File: src/rtl/tdm_pkg.sv
package tdm_pkg;
  localparam int CH_BITS     = 8;
  localparam int FRAME_CH    = 32;
  localparam int CLK_PER_BIT = 2;
  localparam int CLK_PER_CH  = CH_BITS * CLK_PER_BIT;

  typedef enum logic {LAW_MU = 1'b0, LAW_A = 1'b1} law_e;

  // negative-zero code of each companding law
  function automatic logic [CH_BITS-1:0] quiet_code(law_e law);
    return (law == LAW_A) ? 8'h55 : 8'h7F;
  endfunction
endpackage

File: src/rtl/tdm_frame_timer.sv
module tdm_frame_timer #(
  parameter  int FRAME_CLK = 512,
  parameter  int FPD_CLK   = 63,
  localparam int CW        = $clog2(FRAME_CLK)
) (
  input  logic          clk_i,
  input  logic          rst_ni,
  input  logic          fp_ni,
  output logic [CW-1:0] cnt_o,
  output logic [CW-1:0] cnt_nxt_o,
  output logic          sync_o,
  output logic          sync_nxt_o,
  output logic          fpd_no
);
  localparam logic [CW-1:0] LAST   = CW'(FRAME_CLK - 1);
  localparam logic [CW-1:0] FPD_AT = CW'(FPD_CLK);

  logic fp_d;
  logic start;

  assign start = !fp_ni && fp_d;

  always_comb begin
    if (start) begin
      cnt_nxt_o  = '0;
      sync_nxt_o = 1'b1;
    end else if (cnt_o == LAST) begin
      cnt_nxt_o  = '0;
      sync_nxt_o = 1'b0;
    end else begin
      cnt_nxt_o  = cnt_o + 1'b1;
      sync_nxt_o = sync_o;
    end
  end

  always_ff @(posedge clk_i or negedge rst_ni) begin
    if (!rst_ni) begin
      fp_d   <= 1'b1;
      cnt_o  <= '0;
      sync_o <= 1'b0;
      fpd_no <= 1'b1;
    end else begin
      fp_d   <= fp_ni;
      cnt_o  <= cnt_nxt_o;
      sync_o <= sync_nxt_o;
      fpd_no <= !(sync_nxt_o && cnt_nxt_o == FPD_AT);
    end
  end

  p_restart_r2: assert property (@(posedge clk_i) disable iff (!rst_ni)
    (!fp_ni && fp_d) |=> (cnt_o == '0 && sync_o));

  p_sync_drop_r12: assert property (@(posedge clk_i) disable iff (!rst_ni)
    (sync_o && cnt_o == LAST && fp_ni) |=> !sync_o);

  p_fpd_single_r8: assert property (@(posedge clk_i) disable iff (!rst_ni)
    !fpd_no |=> fpd_no);
endmodule

File: src/rtl/tdm_rx.sv
module tdm_rx import tdm_pkg::*; #(
  parameter  int ACT_CH   = 4,
  parameter  int VOICE_CH = 2,
  parameter  int CW       = 9,
  localparam int CHW      = $clog2(ACT_CH),
  localparam int BW       = $clog2(CH_BITS)
) (
  input  logic               clk_i,
  input  logic               rst_ni,
  input  logic [CW-1:0]      cnt_i,
  input  logic               sync_i,
  input  logic               din_i,
  input  logic               mute_i,
  input  logic               law_i,
  output logic [CH_BITS-1:0] rx_data_o,
  output logic [CHW-1:0]     rx_ch_o,
  output logic               rx_valid_o
);
  localparam logic [CW-1:0]  ACT_LIM   = CW'(ACT_CH * CLK_PER_CH);
  localparam logic [BW:0]    CELL_LAST = (BW + 1)'(CLK_PER_CH - 1);
  localparam logic [CHW-1:0] VOICE_IDX = CHW'(VOICE_CH);

  logic [CH_BITS-1:0] shreg;
  logic [CHW-1:0]     ch;
  logic               ch_end;

  assign ch     = cnt_i[BW+1 +: CHW];
  assign ch_end = sync_i && (cnt_i < ACT_LIM) && (cnt_i[BW:0] == CELL_LAST);

  // falling edge in the second clock of a cell = three-quarter point
  always_ff @(negedge clk_i or negedge rst_ni) begin
    if (!rst_ni)       shreg <= '0;
    else if (cnt_i[0]) shreg <= {shreg[CH_BITS-2:0], din_i};
  end

  always_ff @(posedge clk_i or negedge rst_ni) begin
    if (!rst_ni) begin
      rx_valid_o <= 1'b0;
      rx_data_o  <= '0;
      rx_ch_o    <= '0;
    end else begin
      rx_valid_o <= ch_end;
      if (ch_end) begin
        rx_ch_o   <= ch;
        rx_data_o <= (mute_i && ch == VOICE_IDX) ? quiet_code(law_e'(law_i)) : shreg;
      end
    end
  end

  p_valid_single_r6: assert property (@(posedge clk_i) disable iff (!rst_ni)
    rx_valid_o |=> !rx_valid_o);
endmodule

File: src/rtl/tdm_tx.sv
module tdm_tx import tdm_pkg::*; #(
  parameter  int ACT_CH   = 4,
  parameter  int VOICE_CH = 2,
  parameter  int CW       = 9,
  localparam int CHW      = $clog2(ACT_CH),
  localparam int BW       = $clog2(CH_BITS)
) (
  input  logic                      clk_i,
  input  logic                      rst_ni,
  input  logic [CW-1:0]             cnt_i,
  input  logic [CW-1:0]             cnt_nxt_i,
  input  logic                      sync_i,
  input  logic                      sync_nxt_i,
  input  logic [ACT_CH*CH_BITS-1:0] tx_data_i,
  input  logic                      mute_i,
  input  logic                      law_i,
  output logic                      dout_o,
  output logic                      dout_oe_o
);
  localparam logic [CW-1:0]  ACT_LIM   = CW'(ACT_CH * CLK_PER_CH);
  localparam logic [CHW-1:0] VOICE_IDX = CHW'(VOICE_CH);
  localparam logic [BW-1:0]  MSB_IDX   = BW'(CH_BITS - 1);

  logic [CH_BITS-1:0] tx_arr [ACT_CH];
  logic [CH_BITS-1:0] tx_byte;
  logic [CHW-1:0]     ch_nxt;
  logic               load;

  for (genvar c = 0; c < ACT_CH; c++) begin : g_split
    assign tx_arr[c] = tx_data_i[c*CH_BITS +: CH_BITS];
  end

  assign ch_nxt = cnt_nxt_i[BW+1 +: CHW];
  assign load   = sync_nxt_i && (cnt_nxt_i < ACT_LIM) && (cnt_nxt_i[BW:0] == '0);

  always_ff @(posedge clk_i or negedge rst_ni) begin
    if (!rst_ni) tx_byte <= '0;
    else if (load)
      tx_byte <= (mute_i && ch_nxt == VOICE_IDX) ? quiet_code(law_e'(law_i))
                                                 : tx_arr[ch_nxt];
  end

  assign dout_oe_o = sync_i && (cnt_i < ACT_LIM);
  assign dout_o    = dout_oe_o && tx_byte[MSB_IDX - cnt_i[BW:1]];
endmodule

File: src/rtl/tdm_slot_if.sv
module tdm_slot_if import tdm_pkg::*; #(
  parameter  int ACT_CH   = 4,
  parameter  int VOICE_CH = 2,
  parameter  int DELAY_CH = 4,
  localparam int CHW      = $clog2(ACT_CH)
) (
  input  logic                      clk_i,
  input  logic                      rst_ni,
  input  logic                      fp_ni,
  input  logic                      din_i,
  input  logic                      law_i,
  input  logic                      tx_mute_i,
  input  logic                      rx_mute_i,
  input  logic [ACT_CH*CH_BITS-1:0] tx_data_i,
  output logic                      dout_o,
  output logic                      dout_oe_o,
  output logic                      fpd_no,
  output logic                      sync_o,
  output logic [CH_BITS-1:0]        rx_data_o,
  output logic [CHW-1:0]            rx_ch_o,
  output logic                      rx_valid_o
);
  localparam int FRAME_CLK = FRAME_CH * CLK_PER_CH;
  localparam int CW        = $clog2(FRAME_CLK);
  localparam int FPD_CLK   = DELAY_CH * CLK_PER_CH - 1;
  localparam logic [CW-1:0] ACT_END = CW'(ACT_CH * CLK_PER_CH - 1);

  logic [CW-1:0] cnt, cnt_nxt;
  logic          sync_nxt;

  tdm_frame_timer #(.FRAME_CLK(FRAME_CLK), .FPD_CLK(FPD_CLK)) u_timer (
    .clk_i, .rst_ni, .fp_ni,
    .cnt_o(cnt), .cnt_nxt_o(cnt_nxt), .sync_o, .sync_nxt_o(sync_nxt), .fpd_no
  );

  tdm_rx #(.ACT_CH(ACT_CH), .VOICE_CH(VOICE_CH), .CW(CW)) u_rx (
    .clk_i, .rst_ni, .cnt_i(cnt), .sync_i(sync_o), .din_i,
    .mute_i(rx_mute_i), .law_i, .rx_data_o, .rx_ch_o, .rx_valid_o
  );

  tdm_tx #(.ACT_CH(ACT_CH), .VOICE_CH(VOICE_CH), .CW(CW)) u_tx (
    .clk_i, .rst_ni, .cnt_i(cnt), .cnt_nxt_i(cnt_nxt), .sync_i(sync_o),
    .sync_nxt_i(sync_nxt), .tx_data_i, .mute_i(tx_mute_i), .law_i,
    .dout_o, .dout_oe_o
  );

  p_oe_close_r4: assert property (@(posedge clk_i) disable iff (!rst_ni)
    (dout_oe_o && cnt == ACT_END && fp_ni) |=> !dout_oe_o);
endmodule

File: config.mk
export PLATFORM = sky130hd
export DESIGN_NAME = tdm_slot_if
export DESIGN_NICKNAME = d
export VERILOG_FILES = /design/src/rtl/tdm_pkg.sv /design/src/rtl/tdm_frame_timer.sv /design/src/rtl/tdm_rx.sv /design/src/rtl/tdm_tx.sv /design/src/rtl/tdm_slot_if.sv
export SDC_FILE = /design/constraint.sdc
export NUM_CORES = 1
export LEC_CHECK = 0
export BUFFER_PORTS_ARGS = -buffer_cell sky130_fd_sc_hd__clkbuf_2
export CAP_MARGIN = 20
export CORE_ASPECT_RATIO = 1.1
export CORE_UTILIZATION = 30
export CTS_CLUSTER_DIAMETER = 30
export DETAILED_ROUTE_END_ITERATION = 10
export PLACE_DENSITY_LB_ADDON = 0.08
export SLEW_MARGIN = 20
export SYNTH_ARGS = -nofsm -noshare
export SYNTH_HDL_FRONTEND = slang
export SYNTH_HIERARCHICAL = 1
export SYNTH_SLANG_ARGS = --single-unit
File: constraint.sdc
create_clock -name clk_i -period 5.6 [get_ports clk_i]
set_input_delay 0.56 -clock clk_i [delete_from_list [all_inputs] [get_ports clk_i]]
set_output_delay 0.56 -clock clk_i [all_outputs]
set_load 0.005 [all_outputs]
* Word level (Yosys, flattened, before mapping)
Cells that the tools add are included.
Word-level totals: bits of input ports 39, bits in registers 39, output and inout bits 15
Operators by class: $add $sub $neg 2, multiplexer cells 12, order comparisons 4, bitwise logic cells 1, reduce and logical (&&, ||, !) cells 12, eq/ne operators 5
Operator list (number):
- 2-to-1 mux 8 bit | 4
- < comparator 9 x 7 -> 1 bit (second input constant) | 2
- 2-to-1 mux 9 bit | 2
- binary-select mux 8 bit (select 2 bit) | 1
- adder 9 x 1 -> 9 bit (second input constant) | 1
- == test 9 x 6 -> 1 bit (second input constant) | 1
- == test 9 bit (second input constant) | 1
- logical AND 1 bit | 9
- 2-to-1 mux 6 bit | 1
- == test 2 bit (second input constant) | 2
- == test 4 bit (second input constant) | 1
- zero test 4 bit | 1
- < comparator 3 x 4 -> 1 bit (second input constant) | 1
- binary-select mux 1 bit (select 3 bit) | 1
- >= comparator 3 bit (second input constant) | 1
- 2-to-1 mux 1 bit | 3
- inverter 2 -> 3 bit | 1
- subtractor 3 bit (first input constant) | 1
- zero test 1 bit | 2

* Depth between registers and ports, before layout
Gate-level depths: netlist (run 1).
depth in word-level cells 8, depth in mapped cells 12, depth with buffers taken out 9

* By module
The synthesis (run 1) kept the hierarchy.
By module, submodules not included:
- tdm_rx | cells an instance 61, area each 830.8 sq um, instances 1, sequential area each 475.5 sq um
- tdm_tx | cells an instance 60, area each 709.4 sq um, instances 1, sequential area each 200.2 sq um
- tdm_frame_timer | cells an instance 53, area each 554.3 sq um, instances 1, sequential area each 302.8 sq um

==> results of run 1 <==
==> registers in the layout, indices dropped and copies added (netlist names) <==
name / count
u_timer/cnt_o: 9
u_timer/fpd_no: 1
u_rx/rx_ch_o: 2
u_timer/fp_d: 1
u_tx/tx_byte: 8
u_rx/rx_data_o: 8
u_timer/sync_o: 1
u_rx/shreg: 8
u_rx/rx_valid_o: 1
==> cells in the mapped netlist, types with 4 or more instances <==
cell,instances,area [sq um]
nand2b_1,5,31.3
nor4_1,4,25.0
nor2_1,14,52.6
inv_1,10,37.5
o21ai_0,4,20.0
and3_1,4,25.0
mux2_2,16,180
mux4_2,7,158
dfrtp_1,29,726
a21oi_1,10,50.1
nand2_1,5,18.8
mux2i_1,8,80.1
dfrtn_1,8,200
or2_0,4,25.0
==> area by class of cell <==
cell class              instances  area (sq um)  area share
multi-input cells             118          1030       0.404
clock buffers                   8           123      0.0480
repair buffers                 55           280       0.110
well taps                      82           103      0.0402
inverters                      10          37.5      0.0147
flip-flops and latches         39           978       0.383
==> power groups by stage <==
stage	clock, mW	combinational [mW]	sequential [mW]
after global routing	0.263	0.292	0.459
after detailed placement	0	0.266	0.450
final	0.242	0.261	0.442
after CTS	0.251	0.267	0.445
after global placement	0	0.263	0.449
after floorplan	0	0.194	0.426
==> per-stage QoR <==
step	setup slack, ns	power, mW	std cells	cell area [sq um]
5_1_grt	1.44	1.01	312	2550
3_3_place_gp	1.55	0.713	304	2430
4_1_cts	1.49	0.964	312	2550
6_report	1.51	0.945	312	2550
3_5_place_dp	1.52	0.716	304	2430
2_1_floorplan	1.74	0.620	174	2090
==> cell families after synthesis <==
kind of cell    Yosys count
compound gates           16
xor+xnor                  5
fa+ha+maj                 2
buf+inv                  17
flops                    39
mux                      33
simple gates             62
==> per-layer routing <==
metal,vias up,global-route usage,wire length (um)
li1,742,-,-
met1,694,0.176,2070
met2,51,0.237,2170
met3,5,0.0343,217
met4,0,0.0383,59
met5,-,0,0
==> worst paths after layout <==
check,from,slack (ns),endpoint,depth (start not counted)
hold reg to reg,u_rx/shreg[7],0.45,u_rx/shreg[7],1
setup / recovery,u_timer/cnt_o[0],1.51,u_rx/shreg[1],1
setup reg to reg,u_timer/cnt_o[0],1.51,u_rx/shreg[1],1
min in group clk_i,fp_ni,0.36,u_timer/fp_d,1
max in group asynchronous,rst_ni,2.37,u_rx/shreg[0],1
hold / removal,rst_ni,0.21,u_rx/rx_ch_o[0],1
==> reports/metrics.csv, run 1 <==
stage,metric,value,unit
status,status,finished clean,
logic_synthesis,post-synthesis instance total,174,
clocking,CTS Hold Bufs,0,
pwr,design internal power,662,uW
route,initial detailed-routing violation count,56,
clocking,worst-skew pair later-pin latency,0.29,ns
setup_path,"Max FO, Critical Path",14,
route,Post-Route WL,4.52,mm
setup_path,CP Class,flip-flop to flip-flop,
layout,Fillers,705,
setup_path,Worst path slowest cell,dfrtp_1,
die,die area,7320,sq um
clocking,CTS Buf Count,5,
layout,layout cells sized above 1,0.430,
flow_run,max_cap viols,0,
timing,skew final,0.0109,ns
die,Initial Utilization,0.314,
route,Vias,1492,
setup_path,Top delay family on crit path,flip-flops,
logic_synthesis,synthesis-stage register bit count,39,
clocking,postcts setup bufs,0,
logic_synthesis,post-synth net total,215,
global_route,first-pass GRT wire length,7.50,mm
global_route,vias in the first global route,1523,
route,post-DR wirelength/cell,14.5,um
timing,"Setup violations, final",0,
setup_path,worst path bufs/invs,0,
route,First-pass DRT Iterations,4,
layout,Ant. Diodes,0,
die,Die X,81.7,um
pwr,VDD IR max,0.000117,V
logic_synthesis,asr flop ratio synth,1.00,
layout,fin util,0.383,
route,DR vias/cell,4.78,
route,Final ANT Viol Nets,0,
clocking,clk sink count,39,
setup_path,Startpoint Class,flip-flop,
clocking,CTS tree,built,
placement,hpwl dp,3.45,mm
setup_path,Arrival @ worst endpoint,1.43,ns
logic_synthesis,YS warnings,6,
pwr,PwrDens,370,nW/um^2
clocking,Max clock buf depth,2,
setup_path,critical path's largest stage delay,0.73,ns
timing,Worst-Margin Slew,0.924,ns
global_route,gr ovfl total,0,
global_route,initial antenna violation count,0,
timing,Setup TNS Final,0,ns
layout,most frequent cells in the layout,"clkbuf_2, dfrtp_1, mux2_2",
logic_synthesis,xor and xnor area share after synthesis,0.0209,
timing,final slew viol count,0,
logic_synthesis,"EDFF count, synth",0,
layout,Synth-to-Final Area Change,21.9,%
logic_synthesis,Post-Syn Area,2090,sq um
layout,"most common cell after layout, fill and taps aside",clkbuf_2,
pwr,Psw,283,uW
pwr,Clock power frac,0.256,
logic_synthesis,multiplexer area fraction after synthesis,0.212,
placement,placer congestion estimate,0.715,
die,core area,6670,sq um
die,Die Ht,89.6,um
global_route,total global-route track usage,0.139,
logic_synthesis,Synth cell types,46,
placement,number of port buffers,53,
die,I/O pin count,54,
clocking,clock slew at reported path FFs,0.08,ns
die,row count,31,
setup_path,Critical Path RT,2.94,ns
route,DRC viols,0,
logic_synthesis,main combinational cell family by area after synthesis,multiplexers,
logic_synthesis,simple-gate area share of the yosys netlist,0.207,
clocking,Max H-tree Level,2,
logic_synthesis,Compound-Gate Fraction of Synth Area,0.0412,
timing,"Hold Vio Cnt, Final",0,
pwr,Combinational Power Share,0.276,
timing,WHS,0.210,ns
layout,# nets final,270,
logic_synthesis,Avg Inst Size Synth,12.0,sq um
pwr,Flop pwr share,0.468,
setup_path,Worst setup EP type,flip-flop,
timing,RSZ-0062 raised after global routing,no,
timing,relative slew slack,0.379,
pwr,switch share,0.300,
global_route,largest net degree at the start of global routing,24,
logic_synthesis,ys flop type,dfrtp_1,
worst_hold_path,HP Class,input pin to async pin,
pwr,Static Leak,1.16,nW
clocking,CTS resizes,0,
clocking,root buffer selected by CTS,clkbuf_8,
setup_path,CP Cell Sequence,mux2_2,
logic_synthesis,post-synthesis sequential area ratio,0.467,
logic_synthesis,Synth Area in Adders,0.0119,
Note: power is estimated with default switching activity, not from simulation.
==> inputs of run 2 (changes only) <==
- clock period: 5.6 -> 3.5 ns (I/O delays scaled with it)
==> run 2 against run 1 <==
Against the previous run:
- critical path depth did not move
- setup slack got worse by 1.0 ns
- sequential power rose by 60%
- wire length fell by 0.49%
- utilization fell by 0.34 points
==> reports/metrics.csv, run 2 (same netlist as run 1, synthesis figures left out) <==
stage,metric,value,unit,change
pwr,Static Leak,1.15,nW,was 1.16 nW
pwr,Design Power,1.42,mW,was 945 uW
pwr,Clock power frac,0.208,,was 0.256
timing,RSZ-0062 raised after global routing,no,,unchanged
die,die area,7320,sq um,unchanged
global_route,total global-route track usage,0.140,,was 0.139
die,Die Ht,89.6,um,unchanged
setup_path,critical path's largest stage delay,0.72,ns,was 0.73 ns
timing,WHS,0.0263,ns,was 0.210 ns
timing,"Setup violations, final",0,,unchanged
clocking,CTS Buf Count,5,,unchanged
clocking,CTS resizes,0,,unchanged
layout,max FFs per register,9,,unchanged
setup_path,"Max FO, Critical Path",14,,unchanged
layout,most frequent cells in the layout,"clkbuf_2, dfrtp_1, mux2_2",,unchanged
route,Final ANT Viol Nets,0,,unchanged
route,post-DR wirelength/cell,14.3,um,was 14.5 um
clocking,clock slew at reported path FFs,0.08,ns,about the same
pwr,Psw,447,uW,was 283 uW
pwr,Combinational Power Share,0.294,,was 0.276
flow_run,max_cap viols,0,,unchanged
worst_hold_path,HP Class,input pin to async pin,,unchanged
timing,"Hold Vio Cnt, Final",0,,unchanged
route,Vias,1507,,"was 1,492"
setup_path,CP Class,flip-flop to flip-flop,,unchanged
layout,layout cells sized above 1,0.435,,was 0.430
clocking,Max H-tree Level,2,,unchanged
die,row count,31,,unchanged
route,First-pass DRT Iterations,4,,unchanged
layout,design area,2530,sq um,was 2550 sq um
die,Initial Utilization,0.314,,unchanged
timing,Tmin final,3.01,ns,
setup_path,Top delay family on crit path,flip-flops,,unchanged
pwr,VDD IR max,0.000200,V,was 0.000117 V
clocking,postcts setup bufs,0,,unchanged
route,DRC viols,0,,unchanged
pwr,switch share,0.315,,was 0.300
die,Die X,81.7,um,unchanged
route,DR vias/cell,4.80,,was 4.78
setup_path,Startpoint Class,flip-flop,,unchanged
placement,number of port buffers,53,,unchanged
route,initial detailed-routing violation count,51,,was 56
setup_path,Arrival @ worst endpoint,1.41,ns,was 1.43 ns
layout,Synth-to-Final Area Change,20.8,%,was 21.9%
die,core area,6670,sq um,unchanged
clocking,worst-skew pair later-pin latency,0.29,ns,about the same
global_route,first-pass GRT wire length,7.65,mm,was 7.50 mm
setup_path,worst path bufs/invs,0,,unchanged
die,I/O pin count,54,,unchanged
global_route,gr ovfl total,0,,unchanged
clocking,CTS Hold Bufs,0,,unchanged
timing,relative slew slack,0.577,,was 0.379
placement,Placement Cell Area,2450,sq um,was 2430 sq um
layout,"most common cell after layout, fill and taps aside",clkbuf_2,,unchanged
layout,# nets final,272,,was 270
route,Post-Route WL,4.50,mm,was 4.52 mm
timing,Setup TNS Final,0,ns,unchanged
setup_path,Worst setup EP type,flip-flop,,unchanged
timing,skew final,0.00636,ns,was 0.0109 ns
setup_path,Critical Path RT,1.89,ns,was 2.94 ns
pwr,design internal power,970,uW,was 662 uW
setup_path,r2r startpoint,u_timer/cnt_o[0],,unchanged
layout,Ant. Diodes,0,,unchanged
setup_path,CP Launch Point,u_timer/cnt_o[0],,unchanged
placement,placer congestion estimate,0.806,,was 0.715
setup_path,CP Cell Sequence,mux2_2,,unchanged
timing,Worst-Margin Slew,0.626,ns,was 0.924 ns
pwr,Flop pwr share,0.498,,was 0.468
clocking,root buffer selected by CTS,clkbuf_8,,unchanged
layout,Fillers,681,,was 705
layout,most flop-heavy register,u_timer/cnt_o,,unchanged
global_route,vias in the first global route,1594,,"was 1,523"
clocking,clk sink count,39,,unchanged
global_route,largest net degree at the start of global routing,21,,was 24
status,status,finished clean,,unchanged
timing,final slew viol count,0,,unchanged
placement,hpwl dp,3.45,mm,about the same
pwr,PwrDens,560,nW/um^2,was 370 nW/um^2
timing,Fmax,334,MHz,
clocking,Max clock buf depth,2,,unchanged
global_route,initial antenna violation count,0,,unchanged
timing,Final Cycle Share,0.861,,
clocking,CTS tree,built,,unchanged
setup_path,Worst path slowest cell,dfrtp_1,,unchanged
-- run 2: cell count changes in the layout (fill, tap and decap cells not counted) --
cell / delta
clkinvlp_4: +1
clkinv_2: +1
buf_4: +2
clkbuf_16: -2
-- run 2: power by group through the flow --
stage / combinational (mW) / clock, mW / sequential, mW
global placement: 0.427 / 0 / 0.717
global route: 0.474 / 0.331 / 0.731
CTS: 0.426 / 0.309 / 0.709
finish: 0.417 / 0.295 / 0.705
detailed placement: 0.424 / 0 / 0.718
floorplan: 0.310 / 0 / 0.682
-- run 2: path summary, 6_finish.rpt --
kind | end | slack, ns | cells past startpoint
worst max-delay path | u_rx/shreg[4] | 0.49 | 1
worst min-delay path | u_rx/rx_data_o[7] | 0.03 | 1
worst max register to register | u_rx/shreg[4] | 0.49 | 1
worst min register to register | u_rx/shreg[7] | 0.46 | 1
max in group asynchronous | u_rx/shreg[1] | 1.46 | 1
min in group clk_i | u_timer/fp_d | 0.15 | 1
-- run 2: through the flow --
stage,setup slack (ns),instances,util
2_1_floorplan,0.693,174,-
5_1_grt,0.194,314,0.379
3_5_place_dp,0.473,306,0.367
4_1_cts,0.441,314,0.379
3_3_place_gp,0.485,306,0.367
6_report,0.485,314,0.379
-- run 2: area by class of cell --
cell class | count | area, sq um | area share
multi-input cells | 118 | 1030 | 0.408
flip-flops and latches | 39 | 978 | 0.387
repair buffers | 57 | 295 | 0.117
well taps | 82 | 103 | 0.0405
clock buffers | 6 | 72.6 | 0.0287
inverters | 10 | 37.5 | 0.0148
clock inverters | 2 | 12.5 | 0.00494
-- run 2: layer usage --
layer | part of all wire | vias to the layer above | GRT usage
met1 | 0.48 | 702 | 0.186
met3 | 0.052 | 5 | 0.0333
met2 | 0.46 | 53 | 0.226
met5 | 0 | - | 0
li1 | - | 747 | -
met4 | 0.012 | 0 | 0.0431
==> inputs of run 3 (changes only) <==
- CELL_PAD_IN_SITES_DETAIL_PLACEMENT: not set -> 2
- CELL_PAD_IN_SITES_GLOBAL_PLACEMENT: not set -> 2
==> run 3 against run 2 <==
Against the previous run:
- critical path depth grew 8
- wire length grew 23%
- setup slack worse by 0.090 ns
- clock power grew 34%
- via count up 5.2%
- total power rose by 9.2%
- largest cell class unchanged
- clock-buffer cell count rose by 1
- register-to-register slack worse by 0.09 ns
- sequential power grew 1%
- maximum frequency shrank 3.6%
- flip-flop and latch count is the same
==> reports/metrics.csv, run 3 (same netlist as run 1, synthesis figures left out) <==
stage,metric,value,unit,change
status,status,finished clean,,unchanged
layout,most flop-heavy register,u_timer/cnt_o,,unchanged
global_route,gr ovfl total,0,,unchanged
layout,Ant. Diodes,0,,unchanged
timing,Setup TNS Final,0,ns,unchanged
global_route,initial antenna violation count,0,,unchanged
flow_run,max_cap viols,0,,unchanged
timing,Tmin final,3.10,ns,was 3.01 ns
pwr,Static Leak,1.17,nW,was 1.15 nW
global_route,vias in the first global route,1821,,"was 1,594"
timing,"Hold Vio Cnt, Final",0,,unchanged
route,DRC viols,0,,unchanged
die,Die X,81.7,um,unchanged
clocking,root buffer selected by CTS,clkbuf_8,,unchanged
layout,area taken by multi-input logic gates,1030,sq um,unchanged
setup_path,CP Cell Sequence,ha_1 -> nand3_1 -> nor2_1 -> ha_1 -> nand2b_1 -> nor2_1 -> nor4_2 -> nand2_1 -> mux2_1,,was mux2_2
route,post-DR wirelength/cell,17.6,um,was 14.3 um
setup_path,Top delay family on crit path,simple AND/OR/NAND/NOR gates,,was flip-flops
layout,"non-filler cells, final",313,,was 314
clocking,CTS tree,built,,unchanged
timing,relative slew slack,0.374,,was 0.577
layout,Synth-to-Final Area Change,22.5,%,was 20.8%
route,Post-Route WL,5.52,mm,was 4.50 mm
setup_path,Arrival @ worst endpoint,3.28,ns,was 1.41 ns
die,I/O pin count,54,,unchanged
global_route,largest net degree at the start of global routing,24,,was 21
clocking,clock slew at reported path FFs,0.09,ns,was 0.08 ns
worst_hold_path,HP Class,input pin to async pin,,unchanged
global_route,grt met2 use,0.304,,was 0.226
setup_path,Startpoint Class,flip-flop,,unchanged
placement,hpwl dp,4.39,mm,was 3.45 mm
pwr,Design Power,1.55,mW,was 1.42 mW
clocking,clk sink count,39,,unchanged
pwr,VDD IR max,0.000204,V,was 0.000200 V
setup_path,critical path's largest stage delay,0.72,ns,about the same
layout,layout cells sized above 1,0.437,,was 0.435
layout,FF/Latch Area,978,sq um,unchanged
setup_path,CP Class,flip-flop to flip-flop,,unchanged
timing,RSZ-0062 raised after global routing,no,,unchanged
die,core area,6670,sq um,unchanged
layout,"most common cell after layout, fill and taps aside",clkbuf_2,,unchanged
route,Final ANT Viol Nets,0,,unchanged
route,Vias,1586,,"was 1,507"
die,Die Ht,89.6,um,unchanged
placement,number of port buffers,53,,unchanged
global_route,met1 Resource Use GR,0.206,,was 0.186
clocking,postcts setup bufs,0,,unchanged
route,First-pass DRT Iterations,4,,unchanged
timing,WHS,0.0234,ns,was 0.0263 ns
global_route,GR peak layer,met2,,unchanged
timing,Fmax,322,MHz,was 334 MHz
placement,placer congestion estimate,0.798,,was 0.806
layout,# nets final,271,,was 272
clocking,Max clock buf depth,2,,unchanged
clocking,CTS Hold Bufs,0,,unchanged
route,initial detailed-routing violation count,32,,was 51
placement,Placed Instances,305,,was 306
layout,max FFs per register,9,,unchanged
global_route,first-pass GRT wire length,9.16,mm,was 7.65 mm
layout,most frequent cells in the layout,"clkbuf_2, dfrtp_1, mux2_2",,unchanged
clocking,worst-skew pair later-pin latency,0.30,ns,was 0.29 ns
die,row count,31,,unchanged
die,die area,7320,sq um,unchanged
setup_path,"Max FO, Critical Path",14,,unchanged
die,Initial Utilization,0.314,,unchanged
timing,skew final,0.0138,ns,was 0.00636 ns
global_route,met3 usage,0.0293,,was 0.0333
timing,"Setup violations, final",0,,unchanged
setup_path,Critical Path RT,3.67,ns,was 1.89 ns
timing,final slew viol count,0,,unchanged
setup_path,worst path bufs/invs,0,,unchanged
setup_path,Worst path slowest cell,dfrtp_1,,unchanged
route,DR vias/cell,5.07,,was 4.80
clocking,CTS resizes,0,,unchanged
clocking,Max H-tree Level,2,,unchanged
global_route,total global-route track usage,0.171,,was 0.140
pwr,PwrDens,603,nW/um^2,was 560 nW/um^2
layout,fin util,0.384,,was 0.379
timing,Final Cycle Share,0.887,,was 0.861
setup_path,Worst setup EP type,flip-flop,,unchanged
clocking,CTS Buf Count,5,,unchanged
timing,Worst-Margin Slew,0.932,ns,was 0.626 ns
layout,Fillers,731,,was 681
## run 3: worst reg2reg max path: cells and delay by family (launching register included)
| kind | cells | cell delay, ns |
|---|---|---|
| muxes | 1 | 0.38 |
| and+or+nand+nor | 6 | 1.38 |
| DFF | 1 | 0.72 |
| adders and majority gates | 2 | 0.52 |
## run 3: per-layer routing
layer	part of all wire	routed length, um	vias to the layer above
met5	0	0	-
met4	0.014	77	0
met3	0.042	234	8
met2	0.53	2900	42
met1	0.42	2310	793
li1	-	-	743
## run 3: final timing paths
kind	slack, ns	cells past startpoint	to	from
hold reg to reg	0.46	1	u_rx/shreg[7]	u_rx/shreg[7]
max in group asynchronous	1.43	1	u_rx/shreg[7]	rst_ni
min in group clk_i	0.14	1	u_timer/fp_d	fp_ni
hold / removal	0.02	1	u_timer/cnt_o[2]	rst_ni
setup / recovery	0.40	9	u_tx/tx_byte[7]	u_timer/cnt_o[0]
setup reg to reg	0.40	9	u_tx/tx_byte[7]	u_timer/cnt_o[0]
## run 3: layout make-up
class / instances / area share
tap: 82 / 0.0400
clock buffer: 7 / 0.0463
multi-input combinational: 118 / 0.402
timing repair buffer: 56 / 0.112
clock inverter: 1 / 0.00293
inverter: 10 / 0.0146
sequential: 39 / 0.381
## run 3: report_power, final
group | leakage, nW | internal, mW | switching (mW) | total, mW
registers | 0.452 | 0.587 | 0.127 | 0.713
logic | 0.653 | 0.245 | 0.193 | 0.438
clock network | 0.0607 | 0.227 | 0.169 | 0.396
total | 1.17 | 1.06 | 0.489 | 1.55
## run 3: stage by stage
| stage | instance area [sq um] | setup slack (ns) |
|---|---|---|
| 2_1_floorplan | 2090 | 0.693 |
| 3_3_place_gp | 2440 | 0.514 |
| 3_5_place_dp | 2440 | 0.410 |
| 4_1_cts | 2560 | 0.346 |
| 5_1_grt | 2560 | 0.140 |
| 6_report | 2560 | 0.395 |
